`src/rtl/sysclk_div_pkg.sv`:
```
package sysclk_div_pkg;
  localparam int REG_W   = 8;
  localparam int FLAG_W  = 3;
  localparam int ACT_W   = 3;
  localparam int SUB_W   = 2;
  localparam int SHIFT_W = 3;
  localparam int CNT_W   = 6;

  localparam int FLAG_LSB = ACT_W + SUB_W;
  localparam int ACT_LSB  = SUB_W;

  localparam logic [SHIFT_W-1:0] MAIN_RST_SHIFT = 3'd0;
  localparam logic [SHIFT_W-1:0] SUB_RST_SHIFT  = 3'd3;

  // active field: top bit clear -> undivided, else 8 << low bits
  function automatic logic [SHIFT_W-1:0] act_shift(input logic [ACT_W-1:0] f);
    if (!f[ACT_W-1]) return '0;
    return SHIFT_W'(3) + SHIFT_W'(f[ACT_W-2:0]);
  endfunction

  // subactive field: 1x -> /2, 01 -> /4, 00 -> /8
  function automatic logic [SHIFT_W-1:0] sub_shift(input logic [SUB_W-1:0] f);
    if (f[1]) return SHIFT_W'(1);
    if (f[0]) return SHIFT_W'(2);
    return SHIFT_W'(3);
  endfunction
endpackage

```
`src/rtl/sysclk_div_reg.sv`:
```
module sysclk_div_reg
  import sysclk_div_pkg::*;
(
  input  logic               clk,
  input  logic               rst_n,
  input  logic               wr_en_i,
  input  logic [REG_W-1:0]   wr_data_i,
  input  logic               sleep_i,
  output logic [REG_W-1:0]   rd_data_o,
  output logic [SHIFT_W-1:0] main_arm_o,
  output logic [SHIFT_W-1:0] sub_arm_o
);
  logic [REG_W-1:0]   reg_q;
  logic [SHIFT_W-1:0] main_arm_q, sub_arm_q;

  always_ff @(posedge clk or negedge rst_n) begin
    if (!rst_n) begin
      reg_q <= '0;
    end else if (wr_en_i) begin
      reg_q <= wr_data_i;
    end
  end

  // the sleep strobe samples the register before any same-cycle write
  always_ff @(posedge clk or negedge rst_n) begin
    if (!rst_n) begin
      main_arm_q <= MAIN_RST_SHIFT;
      sub_arm_q  <= SUB_RST_SHIFT;
    end else if (sleep_i) begin
      main_arm_q <= act_shift(reg_q[ACT_LSB +: ACT_W]);
      sub_arm_q  <= sub_shift(reg_q[0 +: SUB_W]);
    end
  end

  assign rd_data_o  = reg_q;
  assign main_arm_o = main_arm_q;
  assign sub_arm_o  = sub_arm_q;
endmodule

```
`src/rtl/sysclk_div_presc.sv`:
```
module sysclk_div_presc #(
  parameter int                 SHIFT_W   = 3,
  parameter int                 CNT_W     = 6,
  parameter logic [SHIFT_W-1:0] RST_SHIFT = '0
) (
  input  logic               clk,
  input  logic               rst_n,
  input  logic               tick_i,
  input  logic [SHIFT_W-1:0] arm_shift_i,
  output logic               pulse_o,
  output logic [SHIFT_W-1:0] cur_shift_o
);
  logic [CNT_W-1:0]   cnt_q;
  logic [SHIFT_W-1:0] cur_q;
  logic [CNT_W-1:0]   last_cnt;
  logic               wrap;

  assign last_cnt = ~({CNT_W{1'b1}} << cur_q);
  assign wrap     = tick_i && (cnt_q == last_cnt);

  always_ff @(posedge clk or negedge rst_n) begin
    if (!rst_n) begin
      cnt_q <= '0;
      cur_q <= RST_SHIFT;
    end else if (tick_i) begin
      if (wrap) begin
        cnt_q <= '0;
        cur_q <= arm_shift_i;
      end else begin
        cnt_q <= cnt_q + CNT_W'(1);
      end
    end
  end

  assign pulse_o     = wrap;
  assign cur_shift_o = cur_q;
endmodule

```
`src/rtl/sysclk_div_sel.sv`:
```
module sysclk_div_sel (
  input  logic clk,
  input  logic rst_n,
  input  logic sub_mode_i,
  input  logic main_pulse_i,
  input  logic sub_pulse_i,
  output logic sel_o,
  output logic clk_en_o
);
  logic sel_q, en_q, cur_pulse;

  assign cur_pulse = sel_q ? sub_pulse_i : main_pulse_i;

  always_ff @(posedge clk or negedge rst_n) begin
    if (!rst_n) begin
      sel_q <= 1'b0;
      en_q  <= 1'b0;
    end else begin
      en_q <= cur_pulse;
      if (cur_pulse) sel_q <= sub_mode_i;
    end
  end

  assign sel_o    = sel_q;
  assign clk_en_o = en_q;
endmodule

```
`src/rtl/sysclk_div_ctl.sv`:
```
module sysclk_div_ctl
  import sysclk_div_pkg::*;
(
  input  logic              clk,
  input  logic              rst_n,
  input  logic              reg_wr_en,
  input  logic [REG_W-1:0]  reg_wr_data,
  output logic [REG_W-1:0]  reg_rd_data,
  input  logic              main_tick,
  input  logic              watch_tick,
  input  logic              sub_mode_i,
  input  logic              sleep_i,
  output logic [FLAG_W-1:0] flags_o,
  output logic              clk_en_o
);
  localparam int NPATH = 2;

  logic [SHIFT_W-1:0] arm_shift [NPATH];
  logic [SHIFT_W-1:0] cur_shift [NPATH];
  logic [NPATH-1:0]   path_tick, path_pulse;
  logic               sel_q;
  logic               main_pulse, sub_pulse;
  logic [SHIFT_W-1:0] main_cur, sub_cur;

  sysclk_div_reg u_reg (
    .clk       (clk),
    .rst_n     (rst_n),
    .wr_en_i   (reg_wr_en),
    .wr_data_i (reg_wr_data),
    .sleep_i   (sleep_i),
    .rd_data_o (reg_rd_data),
    .main_arm_o(arm_shift[0]),
    .sub_arm_o (arm_shift[1])
  );

  assign path_tick = {watch_tick, main_tick};

  for (genvar p = 0; p < NPATH; p++) begin : g_path
    localparam logic [SHIFT_W-1:0] RSTV = (p == 0) ? MAIN_RST_SHIFT : SUB_RST_SHIFT;
    sysclk_div_presc #(
      .SHIFT_W  (SHIFT_W),
      .CNT_W    (CNT_W),
      .RST_SHIFT(RSTV)
    ) u_presc (
      .clk        (clk),
      .rst_n      (rst_n),
      .tick_i     (path_tick[p]),
      .arm_shift_i(arm_shift[p]),
      .pulse_o    (path_pulse[p]),
      .cur_shift_o(cur_shift[p])
    );
  end

  assign main_pulse = path_pulse[0];
  assign sub_pulse  = path_pulse[1];
  assign main_cur   = cur_shift[0];
  assign sub_cur    = cur_shift[1];

  sysclk_div_sel u_sel (
    .clk         (clk),
    .rst_n       (rst_n),
    .sub_mode_i  (sub_mode_i),
    .main_pulse_i(main_pulse),
    .sub_pulse_i (sub_pulse),
    .sel_o       (sel_q),
    .clk_en_o    (clk_en_o)
  );

  assign flags_o = reg_rd_data[FLAG_LSB +: FLAG_W];
endmodule

```
`config.mk`:
```
export PLATFORM = sky130hd
export DESIGN_NAME = sysclk_div_ctl
export DESIGN_NICKNAME = d
export VERILOG_FILES = /design/src/rtl/sysclk_div_pkg.sv /design/src/rtl/sysclk_div_reg.sv /design/src/rtl/sysclk_div_presc.sv /design/src/rtl/sysclk_div_sel.sv /design/src/rtl/sysclk_div_ctl.sv
export SDC_FILE = /design/constraint.sdc
export NUM_CORES = 1
export LEC_CHECK = 0
export ABC_AREA = 1
export BUFFER_PORTS_ARGS = -buffer_cell sky130_fd_sc_hd__buf_4
export CAP_MARGIN = 20
export CORE_UTILIZATION = 51
export CTS_CLUSTER_DIAMETER = 200
export CTS_CLUSTER_SIZE = 30
export DETAILED_ROUTE_END_ITERATION = 10
export HOLD_SLACK_MARGIN = 0.03
export PLACE_DENSITY_LB_ADDON = 0.1
export SYNTH_ARGS = -nofsm -noshare
export SYNTH_HDL_FRONTEND = slang
export SYNTH_SLANG_ARGS = --single-unit
```
`constraint.sdc`:
```
create_clock -name clk -period 2.78 [get_ports clk]
set_input_delay 0.278 -clock clk [delete_from_list [all_inputs] [get_ports clk]]
set_output_delay 0.278 -clock clk [all_outputs]
set_load 0.02 [all_outputs]
```
After elaboration in Yosys (flattened, before gate mapping):

Cells that the tools add are included.

* add/sub/neg operators: 3
* equality and inequality tests: 2
* shift operators: 2
* muxes and demuxes: 16
* bitwise operators: 2
* reductions and logical operators: 4

Operators with widths (count)
* 2-to-1 mux 3 bit: 6
* adder 6 x 1 -> 6 bit, second input constant: 2
* == test 6 bit: 2
* 2-to-1 mux 6 bit: 2
* inverter 6 bit: 2
* << shifter 6 x 3 -> 6 bit, first input constant: 2
* 2-to-1 mux 1 bit: 8
* AND reduction 2 bit: 2
* adder 2 x 2 -> 3 bit, first input constant: 1
* logical AND 1 bit: 2

* register bits after elaboration: 34
* input port bits: 15
* output and inout port bits: 12
* logic and storage cells: 38

Logic depth before layout (Yosys ltp):

Gate-level depths: netlist of run 1.

* depth after elaboration: 6
* gate-level depth with buffers: 10
* depth with buffers taken out: 10

Modules after synthesis:

A second synthesis of run 1 with hierarchy kept.

* cell total of the unflattened synthesis: 254
* area total of the unflattened synthesis: 1886.8 um^2

By module, submodules not included
* sysclk_div_presc (g_path[1].u_presc): times used 1, cells each 92, area an instance 628.1 um^2, seq. area each 227.7 um^2
* sysclk_div_presc (g_path[0].u_presc): times used 1, cells each 92, area an instance 625.6 um^2, seq. area each 225.2 um^2
* sysclk_div_reg: times used 1, cells each 59, area an instance 535.5 um^2, seq. area each 327.8 um^2
* sysclk_div_sel: times used 1, cells each 8, area an instance 75.1 um^2, seq. area each 50.0 um^2
* sysclk_div_ctl: times used 1, cells each 3, area an instance 22.5 um^2, seq. area each 0.0 um^2

Worst setup path after synthesis of run 1:

No wires, ideal clock.

* kind: flip-flop to flip-flop
* from: register g_path[0].u_presc.cur_q[2]
* to: register g_path[0].u_presc.cur_q[2]
* setup time: 0.118 ns
* arrival: 1.143 ns
* required time: 2.662 ns
* slack: 1.519 ns
* cell stages (with the launch flop): 10
* path buffers: 1
* period minus slack after synthesis: 1.261 ns
* path through: dfrtp_1 -> nor2_2 -> nor2_1 -> nor2_1 -> nand2_1 -> nor2_1 -> nand2_2 -> buf_6 -> nand2_1 -> o21ai_2

* cells in the longest elaborated chain, start to end: 5

RTL lines
* start: declaration: line sysclk_div_presc.sv:14 `logic [SHIFT_W-1:0] cur_q;`
* start signal: assignment: line sysclk_div_presc.sv:28 `cur_q <= arm_shift_i;`
* << shifter 6 x 3 -> 6 bit: line sysclk_div_presc.sv:18 `assign last_cnt = ~({CNT_W{1'b1}} << cur_q);`
* inverter 6 bit: line sysclk_div_presc.sv:18
* == test 6 bit: line sysclk_div_presc.sv:19 `assign wrap = tick_i && (cnt_q == last_cnt);`
* logical AND 1 bit: line sysclk_div_presc.sv:19
* AND reduction 2 bit (no line)

Every way passes these cells.
A chain may end at the register's enable or synchronous reset.

Final worst setup path of run 1:

* from: register g_path[0].u_presc.cur_q[1]
* to: register g_path[0].u_presc.cnt_q[5]

* cells in the longest elaborated chain, start to end: 5

RTL lines
* << shifter 6 x 3 -> 6 bit: line sysclk_div_presc.sv:18
* inverter 6 bit: line sysclk_div_presc.sv:18
* == test 6 bit: line sysclk_div_presc.sv:19
* logical AND 1 bit: line sysclk_div_presc.sv:19
* 2-to-1 mux 6 bit: line sysclk_div_presc.sv:26 `if (wrap) begin`
* end signal: assignment: line sysclk_div_presc.sv:30 `cnt_q <= cnt_q + CNT_W'(1);`
* end: declaration: line sysclk_div_presc.sv:13 `logic [CNT_W-1:0] cnt_q;`

Every way passes these cells.

==> flow_summary.toml, run 1 <==
[run_status]
run_status = "finished, final reports clean"

[timing]
fmaxAchievable_ghz = 0.693
grt_setup_unrepaired = "no"
post-route-min-period_ns = 1.44
timing_worst_slew_pin_value_ns = 0.394
setup_viol = 0
number_of_pins_with_negative_max_slew_slack_in_the_final_report = 0
slew_headroom = 0.737
period_utilisation_layout = 0.519
setup_total_neg_slack_ns = 0
report.final.hold_viol_count = 0
clock_skew_ns = 0.00960

[worst_setup_path]
critical-path-top-delay-family = "simple AND/OR/NAND/NOR gates"
critPathCaptureType = "register"
timing.critical_path.from = "g_path[0].u_presc.cur_shift_o[1]"
criticalPathCategory = "register to register"
crit_arrival_ns = 1.67
slowest_delay_ns = 0.44
critical_path_required_ns = 3.01
crit_top_cell = "sky130_fd_sc_hd__nor2_1"
critPathBufInv = 1
crit_fanout = 12
crit_slowest_cell = "sky130_fd_sc_hd__dfrtp_1"
worstSetupStartpointType = "register"
ordered_cell_list_for_the_critical_path = "nor2_2 > nor2_1 > nor2_1 > nand2_1 > nor2_1 > nand2_2 > inv_1 > nor2_1"
regToRegStartpoint = "g_path[0].u_presc.cur_shift_o[1]"

[floorplanning]
die_width_um = 57.9
total_die_area_um2 = 3360
dieHeight_um = 57.9
ios = 27
placement_rows = 19
core_area_um2 = 2850
initial_core_util = 0.559

[routing]
postRouteAntennaNets = 0
vias = 1234
detail_route.first_pass.iterations = 4
drc = 0
drt-total-wl_um = 2610
detail_route.vias_per_cell = 4.88
drt_iter0_drc = 40
wl_per_cell_um = 10.3

[placed_design]
placement.cell_area_um2 = 1790
routability_congestion_estimate_from_global_placement = 0.784
dp_cells = 244
port_buffers = 26
detailedPlacementHpwl_um = 1890

[finish]
final_util = 0.652
layout-drive-gt1-share = 0.225
num_antenna_cells = 0
fin_cells = 253
areaGrowthSynthToFinish_pct = 16.5
design.final.nets = 239
postLayoutCellArea_um2 = 1860

[logic_synthesis]
synth_compound_gate_area_share = 0.0988
yosysWarningCount = 0
post_synth_fa_ha_maj_area_fraction = 0.0235
synth-xor-area-share = 0.0329
seq_area_frac_synth = 0.505
postSynth.topFlopCell = "sky130_fd_sc_hd__dfrtp_1"
post-synth-top-count-cell = "sky130_fd_sc_hd__nand2_1"
synth_top_family_by_area = "simple AND/OR/NAND/NOR gates"
ys_ff_latch = 32
library_cells_used_by_synthesis = 24
synth_top_area_cell = "sky130_fd_sc_hd__dfrtp_1"
netlist_area_um2 = 1600
postSynth.asyncResetShare = 1.00
synth_area_leaders = "sky130_fd_sc_hd__dfrtp_1 44%, sky130_fd_sc_hd__nand2_1 11%, sky130_fd_sc_hd__inv_1 8.0%"
muxShareOfSynthArea = 0.0212
synth.top_cell.area_share = 0.439
synth_nets = 211
simple_logic_cell_fraction_of_the_synthesized_area = 0.210
synthesis.instances = 193
synth.avg_cell_area_um2 = 8.27
synth_edf_count = 0
ys_top_cells_by_count = "45 x sky130_fd_sc_hd__nand2_1, 34 x sky130_fd_sc_hd__inv_1, 28 x sky130_fd_sc_hd__dfrtp_1, 20 x sky130_fd_sc_hd__nor2_1, 19 x sky130_fd_sc_hd__o21ai_0"

[global_routing]
globalRouteOverflowTotal = 0
grt_max_degree = 33
antenna_found_initial = 0
via_count_of_the_first_global_routing_pass = 1191
groute.usage.overall = 0.188
grt_pass1_wl_um = 4760

[clock_tree]
root_buffer = "sky130_fd_sc_hd__clkbuf_4"
cts.repair_timing.setup_buffer_count = 0
clock_tree.buffer_depth = 2
insertion_delay_to_the_later_sink_of_the_worst_skew_pair_ns = 0.33
clk_pin_slew_ns = 0.12
cts-buffers-inserted = 5
ctsResizeCount = 0
tritoncts = "built"
clock_sink_count = 32
ctsHtreeMaxLevel = 2

[pwr]
vdd.ir_drop.worst_uv = 440
power_per_cell_area_nw_per_um2 = 845
total_leakage_power_nw = 0.989

[hold_path]
min_path_type = "primary input to register"
hp-start = "reg_wr_data[4]"

[job]
maxCapViolCount = 0
[cells by family after synthesis]
logic type               after synthesis
XOR/XNOR                               6
multiplexers                           3
flip-flops                            32
adder cells (fa/ha/maj)                3
AND/OR/NAND/NOR                       81
buffers and inverters                 41
AO/OA/AOI/OAI                         27
[state kept, by name (all words and copies together) (netlist names)]
signal,cells
u_sel.sel_o,1
u_sel.clk_en_o,1
g_path.u_presc.cur_shift_o,5
u_reg.main_arm_o,3
u_reg.rd_data_o,8
g_path.u_presc.cnt_q,12
u_reg.sub_arm_o,2
[cell type report]
type	instances	area, um^2
Tap cell	31	38.8
Clock buffer	5	37.5
Fill cell	243	993
Sequential cell	32	806
Clock inverter	3	23.8
Timing Repair Buffer	27	205
Multi-Input combinational cell	120	617
Inverter	35	131
[layer usage]
layer | track usage | vias up | part of all wire
met2 | 0.304 | 25 | 0.44
met3 | 0.0491 | 7 | 0.038
met4 | 0.0986 | 0 | 0.018
met5 | 0 | - | 0
li1 | - | 647 | -
met1 | 0.232 | 555 | 0.50
[worst min-delay path, stage by stage]
cell and delay [ns]:
sky130_fd_sc_hd__buf_4 0.07, sky130_fd_sc_hd__nand2_1 0.04, sky130_fd_sc_hd__o21ai_0 0.05
[worst paths after layout]
check	cells past startpoint	to	slack, ns
worst max register to register	8	g_path[0].u_presc.cnt_q[5]	1.34
max in group asynchronous	2	g_path[1].u_presc.cur_shift_o[1]	2.06
worst max-delay path	8	g_path[0].u_presc.cnt_q[5]	1.34
worst min register to register	2	u_reg.sub_arm_o[1]	0.50
worst min-delay path	3	u_reg.rd_data_o[4]	0.14
min in group asynchronous	2	u_sel.sel_o	0.40
[timing repair]
action | in CTS | in global routing
hold buffers | 1 | 0
hold endpoints to repair | 28 | 0
setup endpoints to repair | 0 | 0
[power breakdown]
group | internal [mW] | switching [mW]
registers | 0.609 | 0.120
logic | 0.233 | 0.334
clock network | 0.0994 | 0.175
total | 0.942 | 0.629
[layout by cell type, fill, tap and decap left out]
cell type	synthesis	layout
sky130_fd_sc_hd__a21oi_1	1	1
sky130_fd_sc_hd__a21oi_4	1	1
sky130_fd_sc_hd__buf_4	3	26
sky130_fd_sc_hd__clkbuf_4	0	5
sky130_fd_sc_hd__clkinv_4	0	1
sky130_fd_sc_hd__clkinvlp_4	0	2
sky130_fd_sc_hd__dfrtp_1	28	28
sky130_fd_sc_hd__dfstp_2	4	4
sky130_fd_sc_hd__dlygate4sd3_1	0	1
sky130_fd_sc_hd__ha_1	3	3
sky130_fd_sc_hd__inv_1	34	34
sky130_fd_sc_hd__inv_2	1	1
sky130_fd_sc_hd__mux2_2	3	3
sky130_fd_sc_hd__nand2_1	45	45
sky130_fd_sc_hd__nand2_2	1	1
sky130_fd_sc_hd__nand3_1	8	8
sky130_fd_sc_hd__nand3_2	1	1
sky130_fd_sc_hd__nand3b_1	1	1
sky130_fd_sc_hd__nor2_1	20	20
sky130_fd_sc_hd__nor2_2	2	2
sky130_fd_sc_hd__nor3_1	3	3
sky130_fd_sc_hd__o21ai_0	19	19
sky130_fd_sc_hd__o21ai_1	3	3
sky130_fd_sc_hd__o21ai_2	3	3
sky130_fd_sc_hd__xnor2_1	1	1
sky130_fd_sc_hd__xor2_1	5	5
[metrics by stage]
step | total power [mW] | hold WS, ns | setup WS (ns)
after floorplan | 1.17 | -0.0176 | 1.52
after global placement | 1.28 | 0.237 | 1.43
after detailed placement | 1.30 | 0.238 | 1.35
after CTS | 1.58 | 0.121 | 1.34
after global routing | 1.72 | 0.121 | 1.20
final | 1.57 | 0.137 | 1.34
(Power assumes the default switching activity.)
==> run 2: changes to the inputs <==
Settings changed: CORE_UTILIZATION 51 to 49.
Clock period 2.78 ns to 1.25 ns, I/O delays scaled along.
==> flow_summary.toml, run 2 (synthesis gave the netlist of run 1 again) <==
[run_status]
run_status = "finished, violations left"
violations = "setup timing"

[global_routing]
via_count_of_the_first_global_routing_pass = 1274
antenna_found_initial = 0
grt_pass1_wl_um = 5320
groute.usage.overall = 0.210
globalRouteOverflowTotal = 0
grt_max_degree = 33

[floorplanning]
die_width_um = 59.1
initial_core_util = 0.518
total_die_area_um2 = 3490
core_area_um2 = 3080
placement_rows = 20
ios = 27
dieHeight_um = 59.1

[timing]
fmaxAchievable_ghz = 0.733
final.setup.worst_slack_ns = -0.114
timing_worst_slew_pin_value_ns = 0.399
grt_setup_unrepaired = "yes"
clock_skew_ns = 0.00581
period_utilisation_layout = 1.09
setup_total_neg_slack_ns = -1.36
number_of_pins_with_negative_max_slew_slack_in_the_final_report = 0
report.final.hold_viol_count = 0
setup_viol = 17
slew_headroom = 0.734
post-route-min-period_ns = 1.36

[worst_setup_path]
worstSetupStartpointType = "register"
r2r_cells = 8
timing.reg2reg.setup_slack_ns = -0.11
setup.worst_path.end = "g_path[0].u_presc.cur_shift_o[1]"
timing.critical_path.from = "g_path[0].u_presc.cur_shift_o[2]"
critPathCaptureType = "register"
rr_endpoint = "g_path[0].u_presc.cur_shift_o[1]"
critical_path_required_ns = 1.48
crit_fanout = 6
crit_arrival_ns = 1.59
criticalPathCategory = "register to register"
regToRegStartpoint = "g_path[0].u_presc.cur_shift_o[2]"

[finish]
design.final.nets = 260
top_register_by_number_of_flip_flops = "g_path.u_presc.cnt_q"
layout-drive-gt1-share = 0.321
final_common_cell = "sky130_fd_sc_hd__nand2_1"
num_antenna_cells = 0
largest_register_ff_count = 12
final_util = 0.717
layout.cells.most_common_list = "41 x sky130_fd_sc_hd__nand2_1, 33 x sky130_fd_sc_hd__buf_4, 32 x sky130_fd_sc_hd__inv_1"
areaGrowthSynthToFinish_pct = 38.4

[clock_tree]
clk_pin_slew_ns = 0.10
clock_sink_count = 32
root_buffer = "sky130_fd_sc_hd__clkbuf_4"
cts-buffers-inserted = 5
ctsHtreeMaxLevel = 2
clock_tree.buffer_depth = 2
tritoncts = "built"
insertion_delay_to_the_later_sink_of_the_worst_skew_pair_ns = 0.33

[routing]
detail_route.first_pass.iterations = 4
wl_per_cell_um = 12.0
drt_iter0_drc = 65
drc = 0
detail_route.vias_per_cell = 4.80
vias = 1377
drt-total-wl_um = 3430
postRouteAntennaNets = 0

[pwr]
internal_power_mw = 2.67
power_switching_share = 0.399
pwr-share-comb = 0.434
post-layout-total-power_mw = 4.44
netSwitchingPower_mw = 1.77
clockPowerShare = 0.199
power_frac_seq = 0.368
power_per_cell_area_nw_per_um2 = 2010
vdd.ir_drop.worst_uv = 883
total_leakage_power_nw = 1.13

[job]
maxCapViolCount = 0

[placed_design]
port_buffers = 26
place_worst_setup_slack_ns = -0.177
detailedPlacementHpwl_um = 2050
routability_congestion_estimate_from_global_placement = 0.828

[hold_path]
min_path_type = "primary input to register"
==> run 2: cell types whose count changed in the layout (fill, tap and decap cells not counted), sizes merged <==
cell,delta
nand2,+1
buf,+7
dlygate4sd3,+12
clkinvlp,-2
bufinv,+1
clkbuf,+2
nand3,+1
clkinv,-1
==> run 2: how the worst min path moves through the flow <==
stage | slack (ns) | depth (start not counted) | end | startpoint
4_1_cts | 0.04 | 3 | g_path[1].u_presc.cnt_q[0] | watch_tick
5_1_grt | 0.06 | 3 | g_path[1].u_presc.cnt_q[1] | watch_tick
6_report | 0.06 | 5 | u_sel.sel_o | sub_mode_i
3_5_place_dp | 0.08 | 1 | g_path[0].u_presc.cnt_q[2] | rst_n
2_1_floorplan | -0.17 | 0 | g_path[0].u_presc.cnt_q[0] | rst_n
3_3_place_gp | 0.08 | 1 | g_path[0].u_presc.cnt_q[4] | rst_n
==> run 2: critical path, stage by stage, from the launching register on <==
cell                      delay, ns
sky130_fd_sc_hd__dfrtp_2       0.47
sky130_fd_sc_hd__nand2_1       0.12
sky130_fd_sc_hd__nand2_1       0.06
sky130_fd_sc_hd__nand2_1       0.06
sky130_fd_sc_hd__o21ai_1       0.10
sky130_fd_sc_hd__nor2_4        0.19
sky130_fd_sc_hd__nand2_4       0.10
sky130_fd_sc_hd__nand2_1       0.10
sky130_fd_sc_hd__o21ai_2       0.06
==> run 2: final cells by class <==
cell class | count | area (um^2)
flip-flops and latches | 32 | 807
clock inverters | 1 | 30.0
repair buffers | 46 | 378
clock buffers | 7 | 65.1
fillers | 245 | 871
inverters | 35 | 131
well taps | 44 | 55.1
multi-input cells | 122 | 741
==> run 2: metal layers <==
layer	routed length [um]	up-vias	GRT usage
met5	0	-	0
met4	53	0	0.0816
met1	1450	646	0.241
met3	158	6	0.0742
li1	-	692	-
met2	1770	33	0.357
==> run 2: what timing repair did <==
item                                    CTS  global route
pin swaps                                 8            10
buffers inserted                          0             3
hold endpoints to repair                 49             1
resized for setup                        16            19
hold buffers                             12             1
gates cloned                              2             0
endpoints found under the setup margin   18            19
==> run 2: stage by stage <==
step	hold WS (ns)	area, um^2	std cells
floorplan	-0.171	1600	193
global placement	0.0832	1830	261
detailed placement	0.0834	1830	261
CTS	0.0372	2110	283
global route	0.0583	2210	287
finish	0.0584	2210	287
==> run 2: power by group through the flow <==
stage	Clock (mW)	Sequential [mW]	Combinational [mW]
after floorplan	0	1.62	0.987
after global placement	0	1.61	1.32
after detailed placement	0	1.61	1.38
after CTS	0.909	1.61	1.65
after global routing	0.959	1.67	2.14
final	0.882	1.63	1.92
